[config.mk]
export PLATFORM = sky130hd
export DESIGN_NAME = rst_supervisor
export DESIGN_NICKNAME = d
export VERILOG_FILES = /design/src/rtl/rst_sup_pkg.sv /design/src/rtl/rst_sync2.sv /design/src/rtl/rst_lv_filter.sv /design/src/rtl/rst_se0_detect.sv /design/src/rtl/rst_wdog.sv /design/src/rtl/rst_supervisor.sv
export SDC_FILE = /design/constraint.sdc
export NUM_CORES = 1
export LEC_CHECK = 0
export BUFFER_PORTS_ARGS = -buffer_cell sky130_fd_sc_hd__buf_4
export CORE_UTILIZATION = 50
export DETAILED_ROUTE_END_ITERATION = 12
export GPL_ROUTABILITY_DRIVEN = 0
export GPL_TIMING_DRIVEN = 0
export HOLD_SLACK_MARGIN = 0.05
export PLACE_DENSITY = 0.78
export SYNTH_ARGS = -nofsm -noshare
export SYNTH_HDL_FRONTEND = slang
export SYNTH_SLANG_ARGS = --single-unit
export TNS_END_PERCENT = 5
[constraint.sdc]
create_clock -name clk_i -period 1.9 [get_ports clk_i]
set_input_delay 0.095 -clock clk_i [delete_from_list [all_inputs] [get_ports clk_i]]
set_output_delay 0.095 -clock clk_i [all_outputs]
set_load 0.01 [all_outputs]
[src/rtl/rst_sup_pkg.sv]
package rst_sup_pkg;

    // One request line per reset source, merged in the top module.
    typedef struct packed {
        logic ext;
        logic lvd;
        logic usb;
        logic wdt;
    } rst_src_t;

    function automatic logic src_any(input rst_src_t s);
        return s.ext | s.lvd | s.usb | s.wdt;
    endfunction

    // Bits needed to hold the value n (at least one).
    function automatic int unsigned cnt_bits(input int unsigned n);
        return (n < 2) ? 1 : $clog2(n + 1);
    endfunction

endpackage

[src/rtl/rst_sync2.sv]
module rst_sync2 #(
    parameter int unsigned      WIDTH = 1,
    parameter logic [WIDTH-1:0] IDLE  = '0
) (
    input  logic             clk_i,
    input  logic             rst_i,
    input  logic [WIDTH-1:0] d_i,
    output logic [WIDTH-1:0] q_o
);
    logic [WIDTH-1:0] meta_q;
    logic [WIDTH-1:0] stab_q;

    always_ff @(posedge clk_i) begin
        if (rst_i) begin
            meta_q <= IDLE;
            stab_q <= IDLE;
        end else begin
            meta_q <= d_i;
            stab_q <= meta_q;
        end
    end

    assign q_o = stab_q;
endmodule

[src/rtl/rst_lv_filter.sv]
module rst_lv_filter
    import rst_sup_pkg::*;
#(
    parameter int unsigned FILT_CYCLES = 40
) (
    input  logic clk_i,
    input  logic rst_i,
    input  logic lv_i,
    output logic hit_o
);
    localparam int unsigned CW = cnt_bits(FILT_CYCLES);
    localparam logic [CW-1:0] RUN_MAX = CW'(FILT_CYCLES);

    logic [CW-1:0] run_q;

    // Counts consecutive low-supply samples, saturating at the threshold.
    always_ff @(posedge clk_i) begin
        if (rst_i || !lv_i) begin
            run_q <= '0;
        end else if (run_q != RUN_MAX) begin
            run_q <= run_q + 1'b1;
        end
    end

    assign hit_o = (run_q == RUN_MAX);
endmodule

[src/rtl/rst_se0_detect.sv]
module rst_se0_detect
    import rst_sup_pkg::*;
#(
    parameter int unsigned MIN_CYCLES = 4
) (
    input  logic clk_i,
    input  logic rst_i,
    input  logic se0_i,
    output logic evt_o
);
    localparam int unsigned CW = cnt_bits(MIN_CYCLES);
    localparam logic [CW-1:0] RUN_MAX = CW'(MIN_CYCLES);
    localparam logic [CW-1:0] RUN_PRE = CW'(MIN_CYCLES - 1);

    logic [CW-1:0] run_q;
    logic          evt_q;

    always_ff @(posedge clk_i) begin
        if (rst_i || !se0_i) begin
            run_q <= '0;
        end else if (run_q != RUN_MAX) begin
            run_q <= run_q + 1'b1;
        end
    end

    // One pulse per SE0 episode, on the sample that reaches the minimum.
    always_ff @(posedge clk_i) begin
        if (rst_i) begin
            evt_q <= 1'b0;
        end else begin
            evt_q <= se0_i && (run_q == RUN_PRE);
        end
    end

    assign evt_o = evt_q;
endmodule

[src/rtl/rst_wdog.sv]
module rst_wdog #(
    parameter int unsigned WIDTH = 22
) (
    input  logic             clk_i,
    input  logic             rst_i,
    input  logic             hold_i,
    input  logic             kick_i,
    output logic             ovf_o,
    output logic [WIDTH-1:0] cnt_o
);
    logic [WIDTH-1:0] cnt_q;
    logic             ovf_q;

    always_ff @(posedge clk_i) begin
        if (rst_i || hold_i || kick_i) begin
            cnt_q <= '0;
        end else begin
            cnt_q <= cnt_q + 1'b1;
        end
    end

    always_ff @(posedge clk_i) begin
        if (rst_i || hold_i || kick_i) begin
            ovf_q <= 1'b0;
        end else begin
            ovf_q <= &cnt_q;
        end
    end

    assign ovf_o = ovf_q;
    assign cnt_o = cnt_q;
endmodule

[src/rtl/rst_supervisor.sv]
module rst_supervisor
    import rst_sup_pkg::*;
#(
    parameter int unsigned STRETCH_CYCLES = 400000,
    parameter int unsigned LV_FILT_CYCLES = 40,
    parameter int unsigned SE0_MIN_CYCLES = 4,
    parameter int unsigned WD_WIDTH       = 22
) (
    input  logic clk_i,
    input  logic por_i,
    input  logic ext_rst_n_i,
    input  logic lv_det_i,
    input  logic lv_en_wr_i,
    input  logic lv_en_wdata_i,
    input  logic se0_i,
    input  logic usb_flag_clr_i,
    input  logic wd_kick_i,
    output logic sys_rst_o,
    output logic psd_rst_n_o,
    output logic lv_en_o,
    output logic usb_rst_flag_o
);
    localparam int unsigned   SW           = cnt_bits(STRETCH_CYCLES);
    localparam logic [SW-1:0] STRETCH_LOAD = SW'(STRETCH_CYCLES);

    // Asynchronous inputs, bit 0 is the active-low pin (idles high).
    logic [2:0] raw_w;
    logic [2:0] sync_w;
    assign raw_w = {se0_i, lv_det_i, ext_rst_n_i};

    rst_sync2 #(.WIDTH(3), .IDLE(3'b001)) u_sync (
        .clk_i (clk_i),
        .rst_i (por_i),
        .d_i   (raw_w),
        .q_o   (sync_w)
    );

    logic ext_req;
    logic lv_hit;
    logic usb_evt;
    logic wd_ovf;
    logic [WD_WIDTH-1:0] wd_cnt;
    logic sys_rst_q;

    assign ext_req = ~sync_w[0];

    rst_lv_filter #(.FILT_CYCLES(LV_FILT_CYCLES)) u_lvf (
        .clk_i (clk_i),
        .rst_i (por_i),
        .lv_i  (sync_w[1]),
        .hit_o (lv_hit)
    );

    rst_se0_detect #(.MIN_CYCLES(SE0_MIN_CYCLES)) u_se0 (
        .clk_i (clk_i),
        .rst_i (por_i),
        .se0_i (sync_w[2]),
        .evt_o (usb_evt)
    );

    rst_wdog #(.WIDTH(WD_WIDTH)) u_wdt (
        .clk_i  (clk_i),
        .rst_i  (por_i),
        .hold_i (sys_rst_q),
        .kick_i (wd_kick_i),
        .ovf_o  (wd_ovf),
        .cnt_o  (wd_cnt)
    );

    // Software-visible state: only power-on touches these.
    logic lv_en_q;
    logic usb_flag_q;

    always_ff @(posedge clk_i) begin
        if (por_i) begin
            lv_en_q <= 1'b1;
        end else if (lv_en_wr_i) begin
            lv_en_q <= lv_en_wdata_i;
        end
    end

    always_ff @(posedge clk_i) begin
        if (por_i) begin
            usb_flag_q <= 1'b0;
        end else if (usb_evt) begin
            usb_flag_q <= 1'b1;
        end else if (usb_flag_clr_i) begin
            usb_flag_q <= 1'b0;
        end
    end

    // Source merge.
    rst_src_t src;
    logic     req_any;

    always_comb begin
        src.ext = ext_req;
        src.lvd = lv_hit & lv_en_q;
        src.usb = usb_evt;
        src.wdt = wd_ovf;
    end

    assign req_any = src_any(src);

    // Hold latch with release stretch.
    logic          hold_q;
    logic [SW-1:0] stretch_q;

    always_ff @(posedge clk_i) begin
        if (por_i) begin
            hold_q    <= 1'b1;
            stretch_q <= STRETCH_LOAD;
        end else if (req_any) begin
            hold_q    <= 1'b1;
            stretch_q <= STRETCH_LOAD;
        end else if (stretch_q != '0) begin
            stretch_q <= stretch_q - 1'b1;
        end else begin
            hold_q    <= 1'b0;
        end
    end

    // Retiming stage to the CPU clock.
    always_ff @(posedge clk_i) begin
        if (por_i) begin
            sys_rst_q <= 1'b1;
        end else begin
            sys_rst_q <= hold_q;
        end
    end

    assign sys_rst_o      = sys_rst_q;
    assign psd_rst_n_o    = ~sys_rst_q;
    assign lv_en_o        = lv_en_q;
    assign usb_rst_flag_o = usb_flag_q;
endmodule

# [Yosys cells after proc, flatten, opt, wreduce, memory -nomap -nowiden]
# Index checks and enable logic that the tools add are counted.
[classes] n_addsub=4 n_eq_ne=4 n_mux=2 bitwise=6 reduce_logical=11
[ops] op="22-bit by 1-bit adder with 22-bit output (second input constant)" count=1
[ops] op="22-bit AND reduction" count=1
[ops] op="19-bit nonzero test" count=1
[ops] op="19-bit by 1-bit subtractor with 19-bit output (second input constant)" count=1
[ops] op="6-bit by 1-bit adder with 6-bit output (second input constant)" count=1
[ops] op="6-bit == test (second input constant)" count=1
[ops] op="6-bit != test (second input constant)" count=1
[ops] op="1-bit logical OR" count=4
[ops] op="3-bit by 1-bit adder with 3-bit output (second input constant)" count=1
[ops] op="3-bit by 2-bit == test with 1-bit output (second input constant)" count=1
[ops] op="3-bit != test (second input constant)" count=1
[ops] op="1-bit bitwise OR" count=3
[ops] op="1-bit zero test" count=2
[ops] op="1-bit 2-to-1 mux" count=2
[ops] op="1-bit inverter" count=2
[ops] op="2-bit nonzero test" count=1
[ops] op="2-bit OR reduction" count=1
[ops] op="1-bit bitwise AND" count=1
[ops] op="1-bit logical AND" count=1
[totals] regBits=62 inputBits=9 out_inout_bits=4 wordCells=39

# [Logic depth before layout (Yosys ltp)]
[depth] depth_word=6 mapped_depth=8 ltp_nobuf=6

# [Cells and area by module]
# Synthesis repeated with hierarchy kept, for this count alone.
[unflattened] cells_unflattened=315 area_unflattened_um2=2815.2
[by_module_without_submodules] module="rst_supervisor" n_inst=1 cells_per_inst=133 area_per_inst_um2=1161.1 seq_area_each_um2=460.4
[by_module_without_submodules] module="rst_wdog" n_inst=1 cells_per_inst=117 area_per_inst_um2=996.0 seq_area_each_um2=460.4
[by_module_without_submodules] module="rst_lv_filter" n_inst=1 cells_per_inst=32 area_per_inst_um2=307.8 seq_area_each_um2=120.1
[by_module_without_submodules] module="rst_se0_detect" n_inst=1 cells_per_inst=21 area_per_inst_um2=192.7 seq_area_each_um2=80.1
[by_module_without_submodules] module="rst_sync2" n_inst=1 cells_per_inst=12 area_per_inst_um2=157.7 seq_area_each_um2=120.1

# [Worst setup path after synthesis]
# No wires, ideal clock.
[synth_timing] path_kind="register to register" start="register stretch_q[0]" end="register stretch_q[6]" setup_time_ns=0.072 arrival_ns=1.731 required_ns=1.828 slack_ns=0.098 stages_incl_launch_ff=8 n_path_buf=1 period_less_slack_ns=1.802 cell_sequence="dfxtp_1 -> inv_1 -> ha_1 -> nor4b_2 -> and3_1 -> buf_2 -> a2111oi_0 -> mux2i_1"
[synth_via] elab_chain_cells=1 elab_cells_between_ends=2 classes_between="1 x add/sub; 1 x reduce/logical"
[synth_rtl] item="start, declared" line="rst_supervisor.sv:107" text="logic [SW-1:0] stretch_q;"
[synth_rtl] item="start signal, assigned" line="rst_supervisor.sv:117" text="stretch_q <= stretch_q - 1'b1;"
[synth_rtl] item="19-bit by 1-bit subtractor with 19-bit output or 19-bit nonzero test (tied branches)" line="rst_supervisor.sv:117, rst_supervisor.sv:116"
# Parallel ways exist; a longest one is shown, timed or not.
# A chain may end at the register's enable or synchronous reset.

# [Worst setup path in the final report]
[layout_timing] start="register u_se0.evt_q (netlist: u_se0.evt_o)" end="register stretch_q[7]"
[layout_via] elab_chain_cells=3
[layout_rtl] item="start, declared" line="rst_se0_detect.sv:16" text="logic evt_q;"
[layout_rtl] item="start signal, assigned" line="rst_se0_detect.sv:31" text="evt_q <= se0_i && (run_q == RUN_PRE);"
[layout_rtl] item="1-bit bitwise OR (2 in series)" line="rst_sup_pkg.sv:12" text="return s.ext | s.lvd | s.usb | s.wdt;"
[layout_rtl] item="2-bit OR reduction (no line)"
# Every way passes these cells.

==> out/results.ini <==
[flow_run]
max_cap_violations=0

[power]
intPower_mw=2.06
vdd_ir_drop_max_mv=0.753
p_leak_nw=1.16
clockPowerShare_pct=40.0
swShare_pct=25.9
power_frac_comb_pct=9.3
p_seq_share_pct=50.7
p_sw_uw=723
p_per_area_nw_per_um2=826

[layout]
drive_above_1_share_pct=16.2
area_growth_pct=18.2
layout.nets=363
antenna_cells=0

[route]
wire_per_inst_um=13.7
avgViaCountPerCell=5.63
dr_total_vias=2380
ant_nets=0
drc=0
drtPass1Iterations=4
wl_um=5820
initialDrtViolationCount=174

[cts]
cts_tree=yes
cts_buffers=9
clock_path_buffers=2
clk_pin_slew_ns=0.07
cts_root_buf=clkbuf_8
cts_sinks=62
insertion_delay_ns=0.33
htree_levels=3
post_cts_buffers=0

[global_routing]
grt_busiest_layer=met2
grt_max_degree=12
antenna_found_initial=0
grt_remaining_overflow=0
grt.met2_usage_pct=30.8
grt_use_met1_pct=27.3
use_met3_pct=4.24
grt_pass1_wl_um=9510
grt_pass1_vias=2111
grt_usage_pct=20.2

[floorplan]
start_util_pct=51.9
dieWidth_um=77.6
die_area_sq_um=6020
fp.dieH_um=77.6
pin_count=13
rows=27
core-area_sq_um=5510

[place]
pre_cts_ws_ns=-0.142
dp_hpwl_um=3780
numPortBuffers=12

[status]
status=completed

[sta]
fmax_mhz=539
fin_skew_ns=0.0112
final_max_slew_viol_count=0
period_share_pct=97.6
timing.final.hold_violations=0
setup-violations-final=0
finalCriticalPeriod_ns=1.85
setup_tns_ns=0
slew_headroom_pct=68.9
worstMarginPinSlew_ns=0.463
hold_ws_ns=0.0850
fin_ws_ns=0.0457
rsz0062_at_grt=yes

[synth]
syn_nets=335
synth_seq_area_share_pct=43.5
synth.lib_cells_used.distinct=50
synth-edff-count=0
ys.flop_type=dfxtp_1
yosysWarnings=0
synthArstFlopShare_pct=0
netlist_area_sq_um=2860
yosys_register_bits=62
syn_avg_cell_area_sq_um=8.98
syn_inst=318

[worst_setup_path]
crit_chain=or4b_1, a21oi_4, buf_2, and2_1, mux2i_1
cp_data_arrival_time_ns=2.06
worstSetupPathType=reg -> reg
max_stage_delay_ns=0.63
cp_slowest_cell=or4b_1
startpoint_type=flip-flop
worstSetupEndpointType=flip-flop
required_ns=2.11
worstPathMaxFanout=10

[hold_path]
hold_path.class=in -> reg

## final cells by class
type / instances / area (sq um)
well taps: 72 / 90.1
inverters: 11 / 41.3
repair buffers: 17 / 140
multi-input cells: 234 / 1610
fillers: 443 / 2130
flip-flops and latches: 62 / 1250
plain buffers: 11 / 58.8
clock buffers: 10 / 128
clock inverters: 6 / 62.6
## Yosys cell counts (5+ instances only)
cell type | count | area share (%)
a21oi_1 | 20 | 3.5
and2_1 | 5 | 1.1
and3_1 | 7 | 1.5
dfxtp_1 | 62 | 43
ha_1 | 8 | 3.5
inv_1 | 11 | 1.4
mux2i_1 | 7 | 2.5
nand2_1 | 21 | 2.8
nand2b_1 | 8 | 1.8
nand3_1 | 18 | 3.2
nand4_1 | 9 | 2.0
nor2_1 | 26 | 3.4
nor2b_1 | 6 | 1.3
nor3_1 | 11 | 1.9
o21ai_0 | 12 | 2.1
o31ai_1 | 5 | 1.3
or3_1 | 5 | 1.1
or4_1 | 5 | 1.3
xnor2_1 | 8 | 2.5
xor2_1 | 10 | 3.1
## state kept, by name, indices dropped and copies added (netlist names)
signal,count
stretch_q,19
u_sync.meta_q,3
lv_en_o,1
u_se0.run_q,3
usb_rst_flag_o,1
u_wdt.ovf_o,1
u_lvf.run_q,6
u_sync.q_o,3
u_wdt.cnt_o,22
u_se0.evt_o,1
hold_q,1
sys_rst_o,1
## critical path: cells and delay by family (launching register included)
family	cells	cell delay [ns]
compound gates	1	0.26
flops	1	0.33
mux	1	0.06
buf+inv	1	0.28
simple gates	2	0.79
## path summary, 6_finish.rpt
check	from	to	slack (ns)	depth (start not counted)
setup reg to reg	u_se0.evt_o$_SDFF_PP0_	stretch_q[7]$_SDFFE_PP1P_	0.05	5
setup / recovery	u_se0.evt_o$_SDFF_PP0_	stretch_q[7]$_SDFFE_PP1P_	0.05	5
hold / removal	wd_kick_i	u_wdt.ovf_o$_SDFF_PP0_	0.09	4
hold reg to reg	u_sync.meta_q[0]$_SDFF_PP1_	u_sync.q_o[0]$_SDFF_PP1_	0.41	1
## routing by layer
metal / routed length, um / up-vias
met5: 0 / -
met1: 2760 / 1113
met4: 81 / 0
li1: - / 1203
met3: 264 / 7
met2: 2710 / 57
## stage by stage
stage	util (%)	instances	cell area [sq um]	power, mW
after detailed placement	55.1	402	3040	1.64
after global routing	61.3	423	3380	2.90
final	61.3	423	3380	2.79
after CTS	59.6	423	3280	2.76
after global placement	55.1	402	3040	1.63
after floorplan	-	318	2860	1.57
## power by group through the flow
stage / Combinational [mW] / Sequential (mW) / Clock (mW)
after floorplan: 0.162 / 1.41 / 0
after global routing: 0.283 / 1.42 / 1.20
after global placement: 0.210 / 1.42 / 0
after detailed placement: 0.215 / 1.42 / 0
after CTS: 0.229 / 1.39 / 1.14
final: 0.259 / 1.41 / 1.11
## logic make-up (layout without fill, tap and decap cells)
kind of cell    Yosys count  in the layout  synth area share (%)
mux                       7              7                  2.45
compound gates           52             52                  11.6
fa+ha+maj                 8              8                  3.51
buf+inv                  22             55                  3.37
flops                    62             62                  43.5
simple gates            149            149                  30.1
xor+xnor                 18             18                  5.52
## timing repair
| item | in CTS | in global routing |
|---|---|---|
| hold buffers | 5 | 0 |
| gates resized for setup | 3 | 19 |
| pin swaps | 0 | 0 |
| setup endpoints to repair | 11 | 17 |
| endpoints found under the hold margin | 4 | 0 |
| cloned | 0 | 0 |
## placed cells by master, fill, tap and decap left out, types with 3 or more instances in the layout
cell,count
o31ai_1,5
nor3_1,10
xnor2_1,8
dlygate4sd3_1,5
clkbuf_8,9
and2_1,5
buf_4,13
clkbuf_1,5
xor2_1,10
inv_1,11
ha_1,8
buf_2,3
nand2_1,21
nand4_1,9
nor2b_1,6
o21ai_0,12
a2111o_1,3
clkinvlp_4,3
mux2i_1,7
nand3_1,17
a21oi_1,19
or4_1,5
or2_2,4
and4_1,4
nor2_1,26
and3_1,7
or3_1,5
nand2b_1,8
dfxtp_1,60
(Power assumes the default switching activity.)
